[src/rtl/sar_pkg.sv]
package sar_pkg;
  localparam int unsigned CHAN_W = 2;
  localparam int unsigned TSEL_W = 2;
  localparam logic [CHAN_W-1:0] CHAN_RST = '1;
endpackage

[src/rtl/sar_clkdiv.sv]
module sar_clkdiv #(
  parameter int unsigned BASE_LOG = 1,
  parameter int unsigned SEL_W    = 2
) (
  input  logic             clk_i,
  input  logic             rst_ni,
  input  logic             clear_i,
  input  logic             run_i,
  input  logic [SEL_W-1:0] sel_i,
  output logic             tick_o
);
  localparam int unsigned CNT_W = BASE_LOG + (1 << SEL_W) - 1;
  localparam logic [SEL_W-1:0] SH_MAX = SEL_W'((1 << SEL_W) - 1);

  logic [CNT_W-1:0] cnt_q, lim;

  assign lim    = {CNT_W{1'b1}} >> (SH_MAX - sel_i);
  assign tick_o = run_i && (cnt_q == lim);

  always_ff @(posedge clk_i or negedge rst_ni) begin
    if (!rst_ni)                cnt_q <= '0;
    else if (clear_i || tick_o) cnt_q <= '0;
    else if (run_i)             cnt_q <= cnt_q + 1'b1;
  end

  // a bit-time is never shorter than two clocks
  a_r4_tick_spacing: assert property (@(posedge clk_i) disable iff (!rst_ni)
    tick_o |=> !tick_o);
endmodule

[src/rtl/sar_engine.sv]
module sar_engine #(
  parameter int unsigned RES_W = 8
) (
  input  logic             clk_i,
  input  logic             rst_ni,
  input  logic             start_i,
  input  logic             tick_i,
  input  logic             cmp_i,
  output logic [RES_W-1:0] trial_o,
  output logic [RES_W-1:0] final_o,
  output logic             last_o
);
  localparam logic [RES_W-1:0] MSB = RES_W'(1) << (RES_W - 1);

  logic [RES_W-1:0] trial_q, mask_q, kept;

  // comparator decides the bit under test
  assign kept    = cmp_i ? trial_q : (trial_q & ~mask_q);
  assign final_o = kept;
  assign last_o  = mask_q[0];
  assign trial_o = trial_q;

  always_ff @(posedge clk_i or negedge rst_ni) begin
    if (!rst_ni) begin
      trial_q <= '0;
      mask_q  <= '0;
    end else if (start_i) begin
      trial_q <= MSB;
      mask_q  <= MSB;
    end else if (tick_i) begin
      trial_q <= kept | (mask_q >> 1);
      mask_q  <= mask_q >> 1;
    end
  end

  a_r3_one_bit_under_test: assert property (@(posedge clk_i) disable iff (!rst_ni)
    $onehot0(mask_q));
  a_r2_start_loads_msb: assert property (@(posedge clk_i) disable iff (!rst_ni)
    start_i |=> (trial_q == MSB));
endmodule

[src/rtl/sar_seq.sv]
module sar_seq
  import sar_pkg::*;
#(
  parameter int unsigned RES_W    = 8,
  parameter int unsigned BASE_LOG = 1
) (
  input  logic              clk_i,
  input  logic              rst_ni,
  input  logic              sleep_i,
  input  logic              wr_i,
  input  logic              wr_en_i,
  input  logic              wr_go_i,
  input  logic [CHAN_W-1:0] wr_chan_i,
  input  logic [TSEL_W-1:0] wr_clk_i,
  input  logic              cmp_i,
  output logic              busy_o,
  output logic              en_o,
  output logic [CHAN_W-1:0] chan_sel_o,
  output logic [TSEL_W-1:0] clk_sel_o,
  output logic [CHAN_W-1:0] chan_act_o,
  output logic [RES_W-1:0]  trial_o,
  output logic [RES_W-1:0]  result_o
);
  logic              en_q, busy_q;
  logic [CHAN_W-1:0] chan_sel_q, chan_hold_q;
  logic [TSEL_W-1:0] clk_sel_q, clk_hold_q;
  logic [RES_W-1:0]  result_q, final_code;
  logic              start, abort, done, tick, last;

  // start is locked out unless the written enable is set and the engine idle
  assign start = wr_i && wr_en_i && wr_go_i && !busy_q && !sleep_i;
  assign abort = sleep_i || (wr_i && !wr_en_i);
  assign done  = busy_q && tick && last;

  always_ff @(posedge clk_i or negedge rst_ni) begin
    if (!rst_ni) begin
      en_q       <= 1'b0;
      chan_sel_q <= CHAN_RST;
      clk_sel_q  <= '0;
    end else if (sleep_i) begin
      chan_sel_q <= CHAN_RST;
    end else if (wr_i) begin
      en_q       <= wr_en_i;
      chan_sel_q <= wr_chan_i;
      clk_sel_q  <= wr_clk_i;
    end
  end

  always_ff @(posedge clk_i or negedge rst_ni) begin
    if (!rst_ni)    busy_q <= 1'b0;
    else if (abort) busy_q <= 1'b0;
    else if (start) busy_q <= 1'b1;
    else if (done)  busy_q <= 1'b0;
  end

  always_ff @(posedge clk_i or negedge rst_ni) begin
    if (!rst_ni) begin
      chan_hold_q <= CHAN_RST;
      clk_hold_q  <= '0;
    end else if (start) begin
      chan_hold_q <= wr_chan_i;
      clk_hold_q  <= wr_clk_i;
    end
  end

  always_ff @(posedge clk_i or negedge rst_ni) begin
    if (!rst_ni)             result_q <= '0;
    else if (done && !abort) result_q <= final_code;
  end

  sar_clkdiv #(.BASE_LOG(BASE_LOG), .SEL_W(TSEL_W)) u_div (
    .clk_i   (clk_i),
    .rst_ni  (rst_ni),
    .clear_i (start),
    .run_i   (busy_q),
    .sel_i   (clk_hold_q),
    .tick_o  (tick)
  );

  sar_engine #(.RES_W(RES_W)) u_eng (
    .clk_i   (clk_i),
    .rst_ni  (rst_ni),
    .start_i (start),
    .tick_i  (tick),
    .cmp_i   (cmp_i),
    .trial_o (trial_o),
    .final_o (final_code),
    .last_o  (last)
  );

  assign busy_o     = busy_q;
  assign en_o       = en_q;
  assign chan_sel_o = chan_sel_q;
  assign clk_sel_o  = clk_sel_q;
  assign chan_act_o = busy_q ? chan_hold_q : chan_sel_q;
  assign result_o   = result_q;

  a_r5_busy_needs_en: assert property (@(posedge clk_i) disable iff (!rst_ni)
    busy_q |-> en_q);
  a_r10_result_on_done: assert property (@(posedge clk_i) disable iff (!rst_ni)
    !done |=> $stable(result_q));
  a_r7_chan_frozen: assert property (@(posedge clk_i) disable iff (!rst_ni)
    busy_q |=> (!busy_q || $stable(chan_act_o)));
  a_r11_tsel_frozen: assert property (@(posedge clk_i) disable iff (!rst_ni)
    busy_q |=> (!busy_q || $stable(clk_hold_q)));
  a_r9_sleep_drop: assert property (@(posedge clk_i) disable iff (!rst_ni)
    sleep_i |=> (!busy_q && chan_sel_q == CHAN_RST));
  a_r8_abort: assert property (@(posedge clk_i) disable iff (!rst_ni)
    (wr_i && !wr_en_i) |=> !busy_q);
endmodule

[config.mk]
export PLATFORM = sky130hd
export DESIGN_NAME = sar_seq
export DESIGN_NICKNAME = d
export VERILOG_FILES = /design/src/rtl/sar_pkg.sv /design/src/rtl/sar_clkdiv.sv /design/src/rtl/sar_engine.sv /design/src/rtl/sar_seq.sv
export SDC_FILE = /design/constraint.sdc
export NUM_CORES = 1
export LEC_CHECK = 0
export ABC_CLOCK_PERIOD_IN_PS = 1550
export BUFFER_PORTS_ARGS = -buffer_cell sky130_fd_sc_hd__buf_2
export CAP_MARGIN = 20
export CORE_ASPECT_RATIO = 1.2
export CORE_MARGIN = 4
export CORE_UTILIZATION = 50
export CTS_BUF_LIST = sky130_fd_sc_hd__clkbuf_8
export DETAILED_ROUTE_END_ITERATION = 8
export PLACE_DENSITY = 0.77
export SYNTH_ARGS = -nofsm -noshare
export SYNTH_HDL_FRONTEND = slang
export SYNTH_SLANG_ARGS = --single-unit
[constraint.sdc]
create_clock -name clk_i -period 1.55 [get_ports clk_i]
set_clock_uncertainty 0.2 [all_clocks]
set_input_delay 0.0775 -clock clk_i [delete_from_list [all_inputs] [get_ports clk_i]]
set_output_delay 0.0775 -clock clk_i [all_outputs]
set_load 0.005 [all_outputs]
== Yosys cells after proc, flatten, opt, wreduce, memory -nomap -nowiden ==
Index checks and enable logic that the tools add are counted.

* Memories kept: 0
* ROM bits: 0
* Word-level logic and storage cells: 51
* Latch bits: 0
* Output and inout port bits: 24
* Bits in writable memories: 0
* Register bits after elaboration: 38

* Bitwise gates (word level): 4
* Eq/ne operators: 1
* $add $sub $neg: 2
* Multiply operators: 0
* Shift operators: 1
* Multiplexer cells: 13
* Div/mod/pow operators: 0
* Reductions and logical operators: 20
* Magnitude comparators: 0

{| class="wikitable"
|+ Operators by type and width
! kind !! number
|-
| two-way mux 8 bit || 5
|-
| logical AND 1 bit || 9
|-
| bitwise AND 8 bit || 1
|-
| two-way mux 4 bit || 2
|-
| inverter 8 bit || 1
|-
| OR 8 x 7 -> 8 bit || 1
|-
| two-way mux 2 bit || 3
|-
| nonzero test 2 bit || 3
|-
| adder 4 x 1 -> 4 bit, second input constant || 1
|-
| == test 4 bit || 1
|-
| zero test 1 bit || 4
|-
| >> shifter 4 x 2 -> 4 bit, first input constant || 1
|-
| two-way mux 1 bit || 3
|-
| nonzero test 3 bit || 1
|-
| logical OR 1 bit || 2
|-
| AND reduction 2 bit || 1
|-
| subtractor 2 bit, first input constant || 1
|-
| inverter 1 bit || 1
|}

== Depth between registers and ports, before layout ==
Gate-level depths: netlist of run 1.

* Depth in word-level cells: 9
* Gate-level depth with buffers: 6
* Depth with buffers taken out: 5

== Modules after synthesis ==
Synthesis of run 1 repeated with hierarchy kept, for this count alone.

* Cell total of the unflattened synthesis: 147
* Area, all modules: 1848.0 µm²

{| class="wikitable"
|+ By module, submodules not included
! module !! cells an instance !! area each (µm²) !! times used !! seq. area each (µm²)
|-
| sar_engine || 70 || 779.5 || 1 || 400.4
|-
| sar_seq || 47 || 762.0 || 1 || 455.4
|-
| sar_clkdiv || 30 || 306.5 || 1 || 100.1
|}

== Worst setup path after synthesis of run 1 ==
No wires, ideal clock.

* Path kind: register to register
* Start point: register u_div.cnt_q[3]
* End point: register result_q[0], in the netlist result_o[0]
* Period minus slack after synthesis: 1.678 ns
* Arrival time: 1.353 ns
* Library setup time: 0.125 ns
* Required time: 1.225 ns
* Setup slack: -0.128 ns
* Stages on the path, launching flop included: 6
* Cell sequence: dfrtp_1 > nand2b_1 > a31oi_1 > nor2_1 > nand4_2 > mux2_2

* Word-level cells in the longest chain between the ends: 5

{| class="wikitable"
|+ RTL lines
! item !! line !! source
|-
| from (decl) || sar_clkdiv.sv:15 || <nowiki>logic [CNT_W-1:0] cnt_q, lim;</nowiki>
|-
| from (signal assigned) || sar_clkdiv.sv:23 || <nowiki>else if (run_i) cnt_q <= cnt_q + 1'b1;</nowiki>
|-
| == test 4 bit || sar_clkdiv.sv:18 || <nowiki>assign tick_o = run_i && (cnt_q == lim);</nowiki>
|-
| logical AND 1 bit || sar_clkdiv.sv:18 ||
|-
| logical AND 1 bit (2 in series) || sar_seq.sv:33 || <nowiki>assign done = busy_q && tick && last;</nowiki>
|-
| logical AND 1 bit || sar_seq.sv:68 || <nowiki>else if (done && !abort) result_q <= final_code;</nowiki>
|-
| to (signal assigned) || sar_seq.sv:68 ||
|-
| to (decl) || sar_seq.sv:27 || <nowiki>logic [RES_W-1:0] result_q, final_code;</nowiki>
|}

Every way passes these cells.
A chain may end at the register's enable or synchronous reset.

== Worst setup path after layout of run 1 ==
* Start point: register u_div.cnt_q[1]
* End point: register result_q[7], in the netlist result_o[7]

The elaborated chain is that of the path after synthesis.

==> out/metrics.yaml, run 1 <==
io_buffer_count: 34
whs_ns: 0.00568
total_power_w: 0.00256
cp.arrival_ns: 1.76
rows: 22
slew_headroom: 0.687
yosysWarnings: 0
area_growth_pct: 47.2
synth.yosys.seq_area_share: 0.578
maxCapViolCount: 0
cts_root_buffer: "clkbuf_8"
io_pins: 35
post-route-min-period_ns: 1.80
antenna_cells: 0
setup_ws_ns: -0.251
worst_pin_slew_ns: 0.470
grt_overflow: 0
vdd_drop_max_uv: 888
antenna_found_initial: 0
stdcell_count: 265
cts_num_sinks: 38
drt_wl_total_microns: 4630
cts_tree: "done"
required_ns: 1.51
vias_per_cell: 5.40
hold_viol: 0
postCtsHoldBufs: 9
power_density_nw_per_um2: 1050
firstDrtPassIters: 4
rr_startpoint: "u_div.cnt_q[1]"
core_area_sq_um: 3110
rsz0062_at_grt: "true"
drc: 0
vias: 1432
dpl_worst_slack_ns: -0.254
initial_core_util: 0.532
die_h_microns: 71.0
setup_viol: 31
critPathMaxStageDelay_ns: 0.45
critPathSlowestCell: "dfrtp_1"
outcome: "finished with violations"
critPathKind: "flop to flop"
syn-cell-area_sq_um: 1650
fin_crit_sh: 1.16
htree_levels: 2
grt_pass1_wl_microns: 6770
drive_above_1_share: 0.502
hp-class: "input pin to flop"
post_synth_num_cell_types: 27
ys_ff_latch: 38
grt_pass1_vias: 1417
setup.worst_path.start: "u_div.cnt_q[1]"
power.leakage_nw: 1.21
syn_avg_cell_area_sq_um: 10.5
path_clk_slew_ns: 0.07
synth_fp_nets: 170
post-route-util: 0.783
final_cell_mix: "34 x dfrtp_1, 34 x buf_2, 19 x nand2_1"
wl_per_cell_microns: 17.5
place_inst: 240
drtIter0Drc: 37
gp_congestion: 0.776
track_usage: 0.214
cts_made_buffers: 5
nNetsFinal: 240
maxClockFrequency_ghz: 0.555
clk_path_buf_depth: 2
slew_violations: 0
dpl.hpwl_microns: 2670
grt_max_degree: 39
die-area_sq_um: 4300
die_w_microns: 60.5
endpoint_kind: "flop"
violations: "negative setup slack"
start_kind: "flop"
critical_path.max_fanout: 8
synth_cells: 158
min-delay-start: "wr_i"
cp_cell_sequence: "nor2b_1 -> o21bai_2 -> buf_4 -> nand4_4 -> buf_6 -> mux2i_2"
final_antenna_net_count: 0
worstSkewPairLatency_ns: 0.29
-- routing by layer --
layer / up-vias / share of wire / track usage
met5: - / 0 / 0
met4: 0 / 0.023 / 0.0819
met3: 10 / 0.049 / 0.0675
met2: 45 / 0.57 / 0.358
met1: 702 / 0.36 / 0.253
li1: 675 / - / -
-- through the flow --
stage | cell area, sq um | setup TNS, ns
6_report | 2430 | -5.92
5_1_grt | 2430 | -7.32
4_1_cts | 2250 | -4.15
3_5_place_dp | 1980 | -6.17
3_3_place_gp | 1980 | -3.16
2_1_floorplan | 1650 | -1.66
-- logic make-up (layout without fill, tap and decap cells) --
kind of cell | Yosys count | count (layout) | synth area share
fa+ha+maj | 1 | 1 | 0.00756
simple gates | 45 | 46 | 0.129
mux | 14 | 14 | 0.0938
xor+xnor | 3 | 3 | 0.0159
buf+inv | 17 | 87 | 0.0454
compound gates | 40 | 40 | 0.131
flops | 38 | 38 | 0.578
-- flip-flops by register name (all words and copies together), names as in the netlist --
name and cells:
chan_hold_q 2, clk_sel_o 2, result_o 8, u_eng.mask_q 8
u_div.cnt_q 4, u_eng.trial_o 8, clk_hold_q 2, busy_o 1
en_o 1, chan_sel_o 2
-- path summary, 6_finish.rpt --
check	end	slack, ns	cells after the start
max in group asynchronous	chan_hold_q[0]	0.64	3
min in group asynchronous	u_div.cnt_q[1]	0.15	3
setup / recovery	result_o[7]	-0.25	6
hold / removal	busy_o	0.006	4
hold reg to reg	chan_hold_q[0]	0.26	2
setup reg to reg	result_o[7]	-0.25	6
-- Yosys cell counts --
library cell | instances | area share
dfrtp_1 | 34 | 0.51
nand2_1 | 25 | 0.057
o21ai_0 | 25 | 0.076
inv_1 | 12 | 0.027
mux2_2 | 12 | 0.082
a21oi_1 | 9 | 0.027
nor2_1 | 8 | 0.018
dfstp_2 | 4 | 0.064
buf_2 | 3 | 0.0091
nor2b_1 | 3 | 0.011
a211o_1 | 2 | 0.011
a31oi_1 | 2 | 0.0076
buf_4 | 2 | 0.0091
mux2i_1 | 2 | 0.012
nand2b_1 | 2 | 0.0076
xor2_1 | 2 | 0.011
and2b_1 | 1 | 0.0045
ha_1 | 1 | 0.0076
nand3_1 | 1 | 0.0030
nand4_1 | 1 | 0.0038
nand4_2 | 1 | 0.0076
nor3b_2 | 1 | 0.0076
o2111ai_1 | 1 | 0.0053
o21bai_1 | 1 | 0.0045
or2_2 | 1 | 0.0038
or2b_1 | 1 | 0.0045
xnor2_1 | 1 | 0.0053
-- worst max-delay path: cells and delay by family (launching register included) --
family | cells | cell delay [ns]
compound gates | 1 | 0.18
flops | 1 | 0.45
simple gates | 2 | 0.36
buf+inv | 2 | 0.34
mux | 1 | 0.14
-- what timing repair did --
action	4_1_cts	5_1_grt
pin swaps	3	8
hold endpoints to repair	50	1
setup buffers	4	1
gates resized for setup	11	59
endpoints found under the setup margin	29	33
cloned	0	4
-- where the power goes --
group          switching (W)  internal [W]  total [W]
clock               0.000352      0.000352   0.000705
sequential          0.000128       0.00112    0.00125
combinational       0.000289      0.000314   0.000604
-- layout make-up --
cell class	count	area [sq um]
well taps	36	45.0
clock buffers	6	82.6
clock inverters	2	8.76
fillers	203	676
multi-input cells	104	806
inverters	12	45.0
flip-flops and latches	38	956
repair buffers	67	492
No activity file was read; power rests on OpenSTA's default activity.
==> inputs of run 2 (changes only) <==
--- a/config.mk
+++ b/config.mk
@@ -10,10 +10,10 @@
 export CAP_MARGIN = 20
 export CORE_ASPECT_RATIO = 1.2
 export CORE_MARGIN = 4
-export CORE_UTILIZATION = 50
+export CORE_UTILIZATION = 45
 export CTS_BUF_LIST = sky130_fd_sc_hd__clkbuf_8
 export DETAILED_ROUTE_END_ITERATION = 8
-export PLACE_DENSITY = 0.77
+export PLACE_DENSITY = 0.7
 export SYNTH_ARGS = -nofsm -noshare
 export SYNTH_HDL_FRONTEND = slang
 export SYNTH_SLANG_ARGS = --single-unit
==> run 2 against run 1 <==
The run still ends with negative setup slack left. Clock-buffer cell count down 1. Maximum frequency up 0.21%. Design area down 4.6%. Wire length down 11%. Utilization down 11 points. Register-to-register slack about the same. Global-route usage down 3.2 points. Hold slack better by 0.017 ns. First-iteration DRC count up 65%.
==> out/metrics.yaml, run 2 (synthesized netlist as in run 1, its figures left out) <==
outcome: "finished with violations"
violations: "negative setup slack"
hp-class: "input pin to flop"
holdPathStages: 5  # +1
setup_viol: 31  # unchanged
hold_viol: 0  # unchanged
htree_levels: 2  # unchanged
rr_startpoint: "clk_hold_q[0]"
setup_ws_ns: -0.247  # +0.00383 ns
critical_path.max_fanout: 8  # unchanged
cts_made_buffers: 5  # unchanged
die_h_microns: 74.4  # +4.8%
endpoint_kind: "flop"
dpl.hpwl_microns: 2680  # +0.35%
rows: 23  # +4.5%
core_area_sq_um: 3450  # +11%
grt_max_degree: 28  # -28%
hold_end: "u_eng.trial_o[7]"
vias: 1392  # -2.8%
start_kind: "flop"
grt_overflow: 0  # unchanged
fin_crit_sh: 1.16  # -0.00247
power_density_nw_per_um2: 1190  # +13%
critPathKind: "flop to flop"
fillers: 258  # +27%
wl_per_cell_microns: 15.9  # -8.9%
antenna_cells: 0  # unchanged
power.leakage_nw: 1.14  # -6.0%
rr_worst_depth: 6  # unchanged
post-route-min-period_ns: 1.80  # -0.00383 ns
worstSkewPairLatency_ns: 0.29  # about the same
io_pins: 35  # unchanged
dpl-instance-area_sq_um: 1970  # -0.32%
maxCapViolCount: 0  # unchanged
cts_num_sinks: 38  # unchanged
track_usage: 0.182  # -0.0322
layout_commonest_cell: "dfrtp_1"
firstDrtPassIters: 4  # unchanged
antenna_found_initial: 0  # unchanged
critPathSlowestCell: "dfrtp_1"
final_cell_mix: "34 x dfrtp_1, 32 x buf_2, 24 x nand2_1"
cp.arrival_ns: 1.77  # about the same
vias_per_cell: 5.37  # -0.54%
critPathMaxStageDelay_ns: 0.43  # -0.02 ns
cts_root_buffer: "clkbuf_8"
maxClockFrequency_ghz: 0.556  # +0.21%
ff2ff_setup_slack_ns: -0.25  # about the same
dpl_worst_slack_ns: -0.241  # +0.0122 ns
die-area_sq_um: 4710  # +9.7%
slew_violations: 0  # unchanged
r2r-end: "result_o[7]"
fin_area_sq_um: 2320  # -4.6%
grt_pass1_vias: 1393  # -1.7%
required_ns: 1.52  # about the same
drtIter0Drc: 61  # +65%
die_w_microns: 63.3  # +4.7%
io_buffer_count: 34  # unchanged
vdd_drop_max_uv: 690  # -22%
cp_cell_sequence: "or2b_1 -> o2111ai_4 -> nor2_2 -> nand4_4 -> buf_6 -> mux2i_2"
final_antenna_net_count: 0  # unchanged
worst_pin_slew_ns: 0.594  # +0.125 ns
area_growth_pct: 40.4
clk_path_buf_depth: 2  # unchanged
drc: 0  # unchanged
gp_congestion: 0.790  # +1.8%
slew_headroom: 0.604  # -0.0832
drt_wl_total_microns: 4120  # -11%
grt_pass1_wl_microns: 6600  # -2.5%
drive_above_1_share: 0.396  # -0.106
min-delay-start: "wr_go_i"
initial_core_util: 0.479  # -0.0528
cts_tree: "done"
path_clk_slew_ns: 0.07  # about the same
rsz0062_at_grt: "true"
nNetsFinal: 233  # -2.9%
[run 2: how the worst max path moves through the flow]
stage	from	end	slack, ns	cells after the start
2_1_floorplan	u_div.cnt_q[1]	u_eng.trial_o[6]	-0.09	6
3_3_place_gp	clk_hold_q[0]	result_o[4]	-0.16	5
3_5_place_dp	clk_hold_q[0]	result_o[7]	-0.24	6
4_1_cts	u_div.cnt_q[1]	u_eng.trial_o[1]	-0.19	6
5_1_grt	clk_hold_q[0]	result_o[7]	-0.32	6
6_report	clk_hold_q[0]	result_o[7]	-0.25	6
[run 2: layout make-up]
class                   count  area, sq um  area share
multi-input cells         103          712       0.307
inverters                  12         45.0      0.0194
clock inverters             3         68.8      0.0296
well taps                  37         46.3      0.0199
repair buffers             61          425       0.183
flip-flops and latches     38          956       0.412
clock buffers               5         68.8      0.0296
[run 2: routing by layer]
| layer | global-route usage | routed length, microns | part of all wire | vias to the layer above |
|---|---|---|---|---|
| met5 | 0 | 0 | 0 | - |
| met4 | 0.0791 | 49 | 0.012 | 0 |
| met3 | 0.0483 | 154 | 0.037 | 5 |
| met2 | 0.312 | 2310 | 0.56 | 28 |
| met1 | 0.219 | 1600 | 0.39 | 700 |
| li1 | - | - | - | 659 |
[run 2: report_power, final]
| group | switching (W) | total (W) | internal [W] |
|---|---|---|---|
| sequential | 0.000122 | 0.00125 | 0.00112 |
| clock | 0.000355 | 0.00100 | 0.000645 |
| combinational | 0.000244 | 0.000512 | 0.000268 |
[run 2: what timing repair did]
item / 4_1_cts / 5_1_grt
pin swaps: 0 / 4
hold buffers: 10 / 0
gates resized for setup: 5 / 23
gates cloned: 0 / 1
endpoints found under the setup margin: 29 / 31
endpoints found under the hold margin: 37 / 0
setup buffers: 0 / 1
[run 2: metrics by stage]
| step | std cells | TNS, ns | power (W) | utilization | hold WS (ns) |
|---|---|---|---|---|---|
| floorplan | 158 | -1.66 | 0.00142 | - | -0.418 |
| global placement | 240 | -3.02 | 0.00163 | 0.571 | -0.0897 |
| detailed placement | 240 | -5.02 | 0.00165 | 0.571 | -0.0822 |
| CTS | 258 | -4.35 | 0.00268 | 0.646 | 0.0101 |
| global route | 259 | -8.22 | 0.00290 | 0.672 | 0.0359 |
| finish | 259 | -5.78 | 0.00276 | 0.672 | 0.0224 |
[run 2: worst max-delay path, delay by kind of cell (launching register included)]
| kind | cells | cell delay [ns] |
|---|---|---|
| and+or+nand+nor | 3 | 0.58 |
| DFF | 1 | 0.43 |
| muxes | 1 | 0.13 |
| buffers and inverters | 1 | 0.18 |
| AOI/OAI and AO/OA | 1 | 0.15 |
==> inputs of run 3 (changes only) <==
--- a/config.mk
+++ b/config.mk
@@ -5,15 +5,14 @@
 export SDC_FILE = /design/constraint.sdc
 export NUM_CORES = 1
 export LEC_CHECK = 0
-export ABC_CLOCK_PERIOD_IN_PS = 1550
+export ABC_CLOCK_PERIOD_IN_PS = 2100
 export BUFFER_PORTS_ARGS = -buffer_cell sky130_fd_sc_hd__buf_2
 export CAP_MARGIN = 20
-export CORE_ASPECT_RATIO = 1.2
+export CORE_ASPECT_RATIO = 1.4
 export CORE_MARGIN = 4
 export CORE_UTILIZATION = 45
-export CTS_BUF_LIST = sky130_fd_sc_hd__clkbuf_8
 export DETAILED_ROUTE_END_ITERATION = 8
-export PLACE_DENSITY = 0.7
+export PLACE_DENSITY = 0.68
 export SYNTH_ARGS = -nofsm -noshare
 export SYNTH_HDL_FRONTEND = slang
 export SYNTH_SLANG_ARGS = --single-unit
==> constraint.sdc (replaced) <==
create_clock -name clk_i -period 2.1 [get_ports clk_i]
set_clock_uncertainty 0.2 [all_clocks]
set_input_delay 0.105 -clock clk_i [delete_from_list [all_inputs] [get_ports clk_i]]
set_output_delay 0.105 -clock clk_i [all_outputs]
set_load 0.005 [all_outputs]
==> run 3 against run 2 <==
The run now ends clean. Global-route usage down 1.4 points. Die area up 0.21%. Sequential cell count unchanged. Critical path depth down 1. Design area down 11%. Setup slack better by 0.45 ns. Combinational power down 51%. First-iteration DRC count down 49%. Critical path type unchanged. Critical endpoint is now result_o[1].
==> out/metrics.yaml, run 3 (synthesized netlist as in run 1, its figures left out) <==
maxClockFrequency_ghz: 0.528  # -5.1%
worst-path-buf-inv: 0  # -1
power_density_nw_per_um2: 813  # -32%
intPower_w: 0.00122  # -40%
final_antenna_net_count: 0  # unchanged
busiest_layer: "met2"
clk_path_buf_depth: 2  # unchanged
gp_congestion: 0.732  # -7.3%
whs_ns: 0.0428  # +0.0204 ns
r2r-end: "result_o[1]"
drt_wl_total_microns: 3440  # -17%
required_ns: 2.08  # +0.56 ns
antenna_found_initial: 0  # unchanged
met1_usage: 0.193  # -0.0253
maxCapViolCount: 0  # unchanged
hold_viol: 0  # unchanged
slew_headroom: 0.447  # -0.157
met2_usage: 0.292  # -0.0199
critical_path.max_fanout: 8  # unchanged
setup_ws_ns: 0.206  # +0.453 ns
io_buffer_count: 34  # unchanged
rr_worst_depth: 5  # -1
antenna_cells: 0  # unchanged
core_area_sq_um: 3470  # +0.54%
final_cell_mix: "34 x dfrtp_1, 34 x buf_2, 25 x nand2_1, 25 x o21ai_0"
grt_util_met3: 0.0469  # -0.00141
hp-class: "input pin to flop"
holdPathStages: 5  # unchanged
cts_made_buffers: 5  # unchanged
post-route-util: 0.594  # -0.0789
setup_tns_ns: 0  # +5.78 ns
ff2ff_setup_slack_ns: 0.21  # +0.45 ns
start_kind: "flop"
cts_tree: "done"
fin_crit_sh: 0.902  # -0.257
rows: 25  # +8.7%
grt_max_degree: 39  # +39%
nNetsFinal: 219  # -6.0%
cp_cell_sequence: "nand2b_1 -> a31oi_1 -> nor2_1 -> nand4_2 -> mux2_2"
dpl.hpwl_microns: 2340  # -13%
p_seq_frac: 0.543  # +0.091
combPwrFrac: 0.151  # -0.035
initial_core_util: 0.476  # -0.00259
grt_pass1_wl_microns: 6010  # -8.9%
wl_per_cell_microns: 13.9  # -13%
min-delay-start: "wr_go_i"
dpl_worst_slack_ns: 0.197  # +0.439 ns
area_growth_pct: 24.6
critical-path-top-delay-family: "simple AND/OR/NAND/NOR gates"
dpl-instance-area_sq_um: 1870  # -5.4%
slew_violations: 0  # unchanged
die_h_microns: 79.7  # +7.1%
post-route-min-period_ns: 1.89  # +0.0971 ns
drive_above_1_share: 0.308  # -0.0887
worst_pin_slew_ns: 0.830  # +0.235 ns
endpoint_kind: "flop"
switchingPower_w: 0.000455  # -37%
cts_root_buffer: "clkbuf_8"
critPathKind: "flop to flop"
outcome: "finished, final reports clean"
path_clk_slew_ns: 0.07  # about the same
drc: 0  # unchanged
track_usage: 0.168  # -0.0143
pwr-share-clk: 0.306  # -0.057
hold_end: "chan_hold_q[0]"
worstSkewPairLatency_ns: 0.29  # about the same
crit_cells: 5  # -1
vias: 1247  # -10%
io_pins: 35  # unchanged
power.leakage_nw: 1.03  # -9.9%
firstDrtPassIters: 4  # unchanged
fin_area_sq_um: 2060  # -11%
die-area_sq_um: 4720  # +0.21%
die_w_microns: 59.2  # -6.5%
critPathSlowestCell: "dfrtp_1"
grt_pass1_vias: 1381  # -0.86%
drtIter0Drc: 31  # -49%
rr_startpoint: "u_div.cnt_q[3]"
setup_viol: 0  # -100%
p_sw_frac: 0.272  # +0.00995
vdd_drop_max_uv: 537  # -22%
cts_num_sinks: 38  # unchanged
critPathMaxStageDelay_ns: 0.43  # about the same
cp.arrival_ns: 1.87  # +0.10 ns
vias_per_cell: 5.03  # -6.4%
setup.worst_path.start: "u_div.cnt_q[3]"
fillers: 312  # +21%
grt_overflow: 0  # unchanged
htree_levels: 2  # unchanged
rsz0062_at_grt: "false"
-- run 3: worst max-delay path by stage --
stage,slack [ns],endpoint
2_1_floorplan,0.42,result_o[0]
6_report,0.21,result_o[1]
5_1_grt,0.05,busy_o
3_5_place_dp,0.20,result_o[1]
3_3_place_gp,0.27,result_o[0]
4_1_cts,0.13,u_eng.trial_o[4]
-- run 3: layout make-up --
cell class,instances,area (sq um),area share
clock buffer,7,86.3,0.0419
clock inverter,1,5.00,0.00243
inverter,12,45.0,0.0219
multi-input combinational,103,626,0.304
sequential,38,956,0.464
tap,40,50.0,0.0243
timing repair buffer,47,293,0.142
-- run 3: worst reg2reg max path, stage by stage (launching register included) --
cell      delay [ns]
dfrtp_1         0.43
nand2b_1        0.16
a31oi_1         0.27
nor2_1          0.10
nand4_2         0.24
mux2_2          0.38
-- run 3: routing by layer --
| metal | share of wire | up-vias |
|---|---|---|
| met2 | 0.51 | 34 |
| li1 | - | 626 |
| met4 | 0.0087 | 0 |
| met5 | 0 | - |
| met3 | 0.052 | 4 |
| met1 | 0.43 | 583 |
-- run 3: repair_timing --
item,4_1_cts,5_1_grt
gates resized for setup,0,1
hold buffers,10,0
setup buffers,0,0
endpoints found under the setup margin,0,2
endpoints found under the hold margin,45,0
-- run 3: power groups by stage --
| stage | logic [W] | clock network [W] | registers, W |
|---|---|---|---|
| 2_1_floorplan | 0.000142 | 0 | 0.000908 |
| 3_3_place_gp | 0.000231 | 0 | 0.000915 |
| 3_5_place_dp | 0.000240 | 0 | 0.000924 |
| 4_1_cts | 0.000257 | 0.000531 | 0.000910 |
| 5_1_grt | 0.000295 | 0.000558 | 0.000923 |
| 6_report | 0.000253 | 0.000513 | 0.000910 |
-- run 3: stage by stage --
stage	total power, W	instances
3_5_place_dp	0.00116	230
2_1_floorplan	0.00105	158
3_3_place_gp	0.00115	230
6_report	0.00167	248
4_1_cts	0.00170	248
5_1_grt	0.00178	248
